$ cat src/rtl/slpc_pkg.sv
// Package: shared constants and types for the sleep clock controller.
// Assumes: clock-enable bit positions are fixed and decoded by the clock tree.
package slpc_pkg;

    localparam int DOM_N    = 6;
    localparam int D_CPU    = 0;
    localparam int D_FLASH  = 1;
    localparam int D_IO     = 2;
    localparam int D_ADC    = 3;
    localparam int D_ASY    = 4;
    localparam int D_OSC    = 5;
    localparam int HALT_CYC = 4;

    // Enables during the wake-up sequence: everything but CPU and flash.
    localparam logic [DOM_N-1:0] WAKE_VEC = 6'b111100;
    localparam logic [DOM_N-1:0] ALL_ON   = 6'b111111;

    typedef enum logic [2:0] {
        M_IDLE  = 3'b000,
        M_ADCNR = 3'b001,
        M_PDOWN = 3'b010,
        M_PSAVE = 3'b011,
        M_RSV4  = 3'b100,
        M_RSV5  = 3'b101,
        M_STBY  = 3'b110,
        M_XSTBY = 3'b111
    } slp_mode_e;

    typedef enum logic [1:0] {
        ST_RUN   = 2'd0,
        ST_SLEEP = 2'd1,
        ST_START = 2'd2,
        ST_HALT  = 2'd3
    } slp_state_e;

    typedef struct packed {
        logic ext;
        logic hi_lvl;
        logic hi_edge;
        logic tmr;
        logic adc;
        logic io;
    } wake_src_t;

endpackage

$ cat src/rtl/slpc_mode_decode.sv
// Module: slpc_mode_decode
// Turns a mode code into its validity, per-domain enable vector and start-up
// count (stored as count-1). Purely combinational.
// Assumes: every SU_* parameter is at least 1 and fits in CNT_W bits.
module slpc_mode_decode
    import slpc_pkg::*;
#(
    parameter int SU_IDLE = 2,
    parameter int SU_ADC  = 3,
    parameter int SU_STBY = 6,
    parameter int SU_DEEP = 40,
    parameter int CNT_W   = 6
) (
    input  logic [2:0]       mode,
    input  logic             tmr_async,
    output logic             mode_ok,
    output logic [DOM_N-1:0] dom_en,
    output logic [CNT_W-1:0] su_load
);

    localparam logic [CNT_W-1:0] L_IDLE = CNT_W'(SU_IDLE - 1);
    localparam logic [CNT_W-1:0] L_ADC  = CNT_W'(SU_ADC - 1);
    localparam logic [CNT_W-1:0] L_STBY = CNT_W'(SU_STBY - 1);
    localparam logic [CNT_W-1:0] L_DEEP = CNT_W'(SU_DEEP - 1);

    // Mode lookup: enables, start-up length and validity.
    always_comb begin
        mode_ok = 1'b1;
        dom_en  = ALL_ON;
        su_load = L_IDLE;
        case (mode)
            M_IDLE: begin
                dom_en  = 6'b111100;
                su_load = L_IDLE;
            end
            M_ADCNR: begin
                dom_en  = 6'b111000;
                su_load = L_ADC;
            end
            M_PDOWN: begin
                dom_en  = 6'b000000;
                su_load = L_DEEP;
            end
            M_PSAVE: begin
                dom_en  = {1'b0, tmr_async, 4'b0000};
                su_load = L_DEEP;
            end
            M_STBY: begin
                dom_en  = 6'b100000;
                su_load = L_STBY;
            end
            M_XSTBY: begin
                dom_en  = {1'b1, tmr_async, 4'b0000};
                su_load = L_STBY;
            end
            default: begin
                mode_ok = 1'b0;
                dom_en  = ALL_ON;
                su_load = L_IDLE;
            end
        endcase
    end

endmodule

$ cat src/rtl/slpc_wake_qual.sv
// Module: slpc_wake_qual
// Filters the pending-and-enabled wake sources by what the current sleep mode
// can still detect. Purely combinational.
// Assumes: sources are already synchronised and enabled upstream.
module slpc_wake_qual
    import slpc_pkg::*;
(
    input  logic [2:0] mode,
    input  logic       tmr_async,
    input  wake_src_t  src,
    output logic       wake
);

    logic is_idle;
    logic is_adc;
    logic light;
    logic tmr_ok;

    // Mode class flags.
    always_comb begin
        is_idle = (mode == M_IDLE);
        is_adc  = (mode == M_ADCNR);
        light   = is_idle | is_adc;
        tmr_ok  = light | (((mode == M_PSAVE) | (mode == M_XSTBY)) & tmr_async);
    end

    // Source acceptance: level-type and clockless sources work everywhere.
    always_comb begin
        wake = src.ext
             | src.hi_lvl
             | (light & (src.hi_edge | src.adc))
             | (is_idle & src.io)
             | (tmr_ok & src.tmr);
    end

endmodule

$ cat src/rtl/slpc_wake_timer.sv
// Module: slpc_wake_timer
// Down-counter shared by the start-up wait and the fixed halt.
// Assumes: load has priority; the count parks at zero.
module slpc_wake_timer #(
    parameter int CNT_W = 6
) (
    input  logic             clk,
    input  logic             rst_n,
    input  logic             load,
    input  logic [CNT_W-1:0] load_val,
    output logic             cnt_zero
);

    logic [CNT_W-1:0] cnt;

    // Load or count down towards zero.
    always_ff @(posedge clk) begin
        if (!rst_n) begin
            cnt <= '0;
        end else if (load) begin
            cnt <= load_val;
        end else if (cnt != '0) begin
            cnt <= cnt - 1'b1;
        end
    end

    assign cnt_zero = (cnt == '0);

endmodule

$ cat src/rtl/sleep_clk_ctrl.sv
// Module: sleep_clk_ctrl (top)
// Holds the sleep control word, sequences run/sleep/start-up/halt and drives
// registered per-domain clock enables and the two wake pulses.
// Assumes: sleep_req and rst_req are synchronous to clk; wake sources arrive
// pending-and-enabled from the interrupt controller.
module sleep_clk_ctrl
    import slpc_pkg::*;
#(
    parameter int SU_IDLE = 2,
    parameter int SU_ADC  = 3,
    parameter int SU_STBY = 6,
    parameter int SU_DEEP = 40
) (
    input  logic             clk,
    input  logic             rst_n,
    input  logic             cfg_we,
    input  logic [3:0]       cfg_wdata,
    input  logic             sleep_req,
    input  logic             rst_req,
    input  logic             tmr_async,
    input  logic             irq_ext,
    input  logic             irq_hi_lvl,
    input  logic             irq_hi_edge,
    input  logic             irq_tmr,
    input  logic             irq_adc,
    input  logic             irq_io,
    output logic [DOM_N-1:0] clk_en,
    output logic             sleeping,
    output logic             wake_irq,
    output logic             wake_rst
);

    localparam int MAX_A  = (SU_IDLE > SU_ADC) ? SU_IDLE : SU_ADC;
    localparam int MAX_B  = (SU_STBY > SU_DEEP) ? SU_STBY : SU_DEEP;
    localparam int MAX_C  = (MAX_A > MAX_B) ? MAX_A : MAX_B;
    localparam int SU_MAX = (MAX_C > HALT_CYC) ? MAX_C : HALT_CYC;
    localparam int CNT_W  = $clog2(SU_MAX + 1);
    localparam logic [CNT_W-1:0] HALT_LOAD = CNT_W'(HALT_CYC - 1);

    logic             ctl_se;
    logic [2:0]       ctl_mode;
    logic [2:0]       slp_mode;
    slp_state_e       st, st_n;
    logic [2:0]       dec_mode;
    logic             dec_ok;
    logic [DOM_N-1:0] dec_vec;
    logic [CNT_W-1:0] dec_su;
    logic             wake;
    wake_src_t        src;
    logic             tmr_load;
    logic [CNT_W-1:0] tmr_val;
    logic             tmr_zero;
    logic             capture;
    logic             wirq_n;
    logic             wrst_n;
    logic [DOM_N-1:0] en_n;

    assign src.ext     = irq_ext;
    assign src.hi_lvl  = irq_hi_lvl;
    assign src.hi_edge = irq_hi_edge;
    assign src.tmr     = irq_tmr;
    assign src.adc     = irq_adc;
    assign src.io      = irq_io;

    // Control word register written by software.
    always_ff @(posedge clk) begin
        if (!rst_n) begin
            ctl_se   <= 1'b0;
            ctl_mode <= 3'b000;
        end else if (cfg_we) begin
            ctl_se   <= cfg_wdata[3];
            ctl_mode <= cfg_wdata[2:0];
        end
    end

    // Decoder input: requested mode while running, captured mode otherwise.
    assign dec_mode = (st == ST_RUN) ? ctl_mode : slp_mode;

    slpc_mode_decode #(
        .SU_IDLE (SU_IDLE),
        .SU_ADC  (SU_ADC),
        .SU_STBY (SU_STBY),
        .SU_DEEP (SU_DEEP),
        .CNT_W   (CNT_W)
    ) u_dec (
        .mode      (dec_mode),
        .tmr_async (tmr_async),
        .mode_ok   (dec_ok),
        .dom_en    (dec_vec),
        .su_load   (dec_su)
    );

    slpc_wake_qual u_qual (
        .mode      (slp_mode),
        .tmr_async (tmr_async),
        .src       (src),
        .wake      (wake)
    );

    slpc_wake_timer #(
        .CNT_W (CNT_W)
    ) u_tmr (
        .clk      (clk),
        .rst_n    (rst_n),
        .load     (tmr_load),
        .load_val (tmr_val),
        .cnt_zero (tmr_zero)
    );

    // Next-state logic; a reset request overrides every other transition.
    always_comb begin
        st_n     = st;
        tmr_load = 1'b0;
        tmr_val  = dec_su;
        capture  = 1'b0;
        wirq_n   = 1'b0;
        wrst_n   = 1'b0;
        case (st)
            ST_RUN: begin
                if (sleep_req && ctl_se && dec_ok) begin
                    st_n    = ST_SLEEP;
                    capture = 1'b1;
                end
            end
            ST_SLEEP: begin
                if (wake) begin
                    st_n     = ST_START;
                    tmr_load = 1'b1;
                    tmr_val  = dec_su;
                end
            end
            ST_START: begin
                if (tmr_zero) begin
                    st_n     = ST_HALT;
                    tmr_load = 1'b1;
                    tmr_val  = HALT_LOAD;
                end
            end
            ST_HALT: begin
                if (tmr_zero) begin
                    st_n   = ST_RUN;
                    wirq_n = 1'b1;
                end
            end
            default: st_n = ST_RUN;
        endcase
        if (st != ST_RUN && rst_req) begin
            st_n     = ST_RUN;
            tmr_load = 1'b0;
            wirq_n   = 1'b0;
            wrst_n   = 1'b1;
        end
    end

    // Enable vector that the next state calls for.
    always_comb begin
        case (st_n)
            ST_RUN:   en_n = ALL_ON;
            ST_SLEEP: en_n = dec_vec;
            default:  en_n = WAKE_VEC;
        endcase
    end

    // State, captured mode and wake pulses.
    always_ff @(posedge clk) begin
        if (!rst_n) begin
            st       <= ST_RUN;
            slp_mode <= 3'b000;
            sleeping <= 1'b0;
            wake_irq <= 1'b0;
            wake_rst <= 1'b0;
        end else begin
            st       <= st_n;
            sleeping <= (st_n != ST_RUN);
            wake_irq <= wirq_n;
            wake_rst <= wrst_n;
            if (capture) begin
                slp_mode <= ctl_mode;
            end
        end
    end

    // One glitch-free enable flop per clock domain.
    for (genvar d = 0; d < DOM_N; d++) begin : g_en
        always_ff @(posedge clk) begin
            if (!rst_n) begin
                clk_en[d] <= 1'b1;
            end else begin
                clk_en[d] <= en_n[d];
            end
        end
    end

endmodule

$ cat config.mk
export PLATFORM = sky130hd
export DESIGN_NAME = sleep_clk_ctrl
export DESIGN_NICKNAME = d
export VERILOG_FILES = /design/src/rtl/slpc_pkg.sv /design/src/rtl/slpc_mode_decode.sv /design/src/rtl/slpc_wake_qual.sv /design/src/rtl/slpc_wake_timer.sv /design/src/rtl/sleep_clk_ctrl.sv
export SDC_FILE = /design/constraint.sdc
export NUM_CORES = 1
export LEC_CHECK = 0
export BUFFER_PORTS_ARGS = -buffer_cell sky130_fd_sc_hd__buf_2
export CORE_MARGIN = 2
export CORE_UTILIZATION = 40
export DETAILED_ROUTE_END_ITERATION = 12
export SYNTH_ARGS = -nofsm -noshare
export SYNTH_HDL_FRONTEND = slang
export SYNTH_SLANG_ARGS = --single-unit
$ cat constraint.sdc
create_clock -name clk -period 2.5 [get_ports clk]
set_clock_uncertainty 0.05 [all_clocks]
set_input_delay 0.375 -clock clk [delete_from_list [all_inputs] [get_ports clk]]
set_output_delay 0.375 -clock clk [all_outputs]
set_load 0.03 [all_outputs]
==> flow_summary.yaml <==
setup_path:
  cp-end-kind: "register"
  cp_slowest_cell: "dfxtp_1"
  critical_path_arrival_ns: 2.30
  start_kind: "register"
  required_ns: 2.66
  criticalPathCategory: "register to register"
  cp_cell_sequence: "inv_1 -> ha_1 -> and3b_4 -> nor3_2 -> o311ai_1 -> a31oi_4 -> or3b_1"
  crit_path_max_incr_delay_ns: 0.41
  rr_worst_depth: 7
  cp_max_fo: 7
logic_synthesis:
  ys_top_cells_by_area: "dfxtp_1, ha_1, mux2i_1"
  synth-seq-cells: 23
  syn_avg_cell_area_um2: 9.34
  synth_area_mm2: 0.00132
  yosys_warnings: 0
  ys_types: 50
  yosys.area.top_type: "dfxtp_1"
  synth_edf_count: 0
  netlist_top_cells_count: "dfxtp_1, nor2_1, mux2i_1, nand2_1"
  synthCells: 141
  synth_top_area_share_pct: 35.0
  yosysSeqAreaShare_pct: 35.0
  yosysMostFrequentCell: "dfxtp_1"
  ys.flop_type: "dfxtp_1"
  syn_nets: 164
  async_flop_share_pct: 0
min_path:
  hp-class: "input port to register"
  whs_path_depth: 3
grt:
  grt_pass1_wl_um: 4570
  antenna_found_initial: 0
  grt_pass1_vias: 1002
  grt_max_degree: 14
  grt_util_all_layers_pct: 15.9
  overflow: 0
place:
  place.gp.congestion: 0.889
  place_ws_ns: 0.376
  dp_hpwl_um: 2120
  dp.cells: 205
  numPortBuffers: 24
timing:
  rsz0062_at_grt: "no"
  relSlewSlack_pct: 71.3
  fin_ws_ns: 0.356
  fin_tns_setup_ns: 0
  post-route-min-period_ns: 2.14
  period_share_pct: 85.8
  finalMaxSlewViolations: 0
  max_freq_mhz: 466
  setup-violations-final: 0
  hold_viol: 0
  worstMarginPinSlew_ns: 0.430
cts:
  clock_latency_ns: 0.31
  clockBufferDepth: 2
  path_clk_slew_ns: 0.13
  root_buffer: "clkbuf_4"
  cts_resized: 0
  cts_buffers: 3
  cts.sinks: 23
  postCtsHoldBufs: 0
  postCtsSetupBuffers: 0
  cts_tree: "done"
  cts_htree_levels: 1
die:
  floorplan.initialDensity_pct: 42.4
  fp.dieH_um: 61.4
  pin_count: 25
  num_rows: 20
  die_width_um: 61.4
  core_area_mm2: 0.00310
  die_area_mm2: 0.00377
power_and_ir_drop:
  ir_worst_vdd_mv: 0.315
  powerDensity_mw_per_mm2: 958
  leakage_nw: 0.644
  power_mw: 1.43
final_layout:
  seq_area_um2: 460
  drive_gt1_share_pct: 27.3
  stdcell_count: 209
  area_growth_syn_to_layout_pct: 13.1
  finalNetCount: 189
  fillerInstances: 322
  multi_input_area_um2: 792
  diodes: 0
run_status:
  status: "finished clean"
routing:
  wl_per_cell_um: 12.9
  drt-total-wl_um: 2700
  drc_errors: 0
  vias_per_cell: 5.15
  firstDrtPassIters: 4
  vias: 1077
  dr.first_iter.drc_count: 18
  ant_nets: 0
run:
  cap_violations: 0
## registers in the layout, summed over array words and instances, names as in the netlist, 2 cells and up
signal	cells
u_tmr.cnt	6
slp_mode	3
st	2
ctl_mode	3
clk_en	5
## per-stage QoR
step,cell area [µm²],hold slack [ns],utilization (%)
floorplan,1320,0.410,-
global placement,1460,0.426,47.1
finish,1490,0.241,48.0
global route,1490,0.253,48.0
CTS,1490,0.238,48.0
detailed placement,1460,0.440,47.1
## metal layers
layer / wire, µm / vias to the layer above / part of all wire (%) / GRT usage (%)
li1: - / 557 / - / -
met1: 1410 / 494 / 52 / 23.7
met2: 1140 / 24 / 42 / 24.5
met3: 127 / 2 / 4.7 / 2.73
met4: 13 / 0 / 0.48 / 2.74
met5: 0 / - / 0 / 0
## final timing paths
path                                           from                       end  slack, ns
worst min-delay path                   cfg_wdata[2]  ctl_mode[2]$_SDFFE_PN0P_       0.24
worst min register to register  ctl_se$_SDFFE_PN0P_       ctl_se$_SDFFE_PN0P_       0.47
worst max register to register     st[1]$_SDFF_PN0_      clk_en[2]$_SDFF_PN1_       0.36
worst max-delay path               st[1]$_SDFF_PN0_      clk_en[2]$_SDFF_PN1_       0.36
## worst max-delay path: cells and delay by family, from the launching register on
kind / cells / cell delay (ns)
flops: 1 / 0.41
fa+ha+maj: 1 / 0.29
simple gates: 3 / 0.81
buf+inv: 1 / 0.10
compound gates: 2 / 0.37
## where the power goes
group	switching, mW	internal (mW)
combinational	0.444	0.301
sequential	0.0617	0.443
clock	0.116	0.0597
## cell families after synthesis
kind of cell / after synthesis / share of synthesized area, %
AND/OR/NAND/NOR: 58 / 26.1
AO/OA/AOI/OAI: 28 / 17.6
flip-flops: 23 / 35.0
buffers and inverters: 12 / 4.85
multiplexers: 10 / 7.79
adder cells (fa/ha/maj): 7 / 6.65
XOR/XNOR: 3 / 2.00
## layout make-up
| cell class | count | area share [%] |
|---|---|---|
| Multi-Input combinational cell | 106 | 53.2 |
| Sequential cell | 23 | 30.9 |
| Timing Repair Buffer | 25 | 8.57 |
| Tap cell | 44 | 3.70 |
| Inverter | 7 | 1.76 |
| Clock buffer | 3 | 1.51 |
| Clock inverter | 1 | 0.336 |
## layout by cell type, fill, tap and decap left out, types with 3 or more instances in the layout
cell / netlist / layout
a21oi_1: 6 / 6
and3_1: 4 / 4
buf_2: 0 / 24
clkbuf_4: 0 / 3
dfxtp_1: 23 / 23
ha_1: 7 / 7
inv_1: 7 / 7
mux2i_1: 8 / 8
nand2_1: 8 / 8
nand3_1: 3 / 3
nor2_1: 16 / 16
nor3_1: 6 / 6
o21ai_0: 5 / 5
Power figures use the tool's default switching activity.
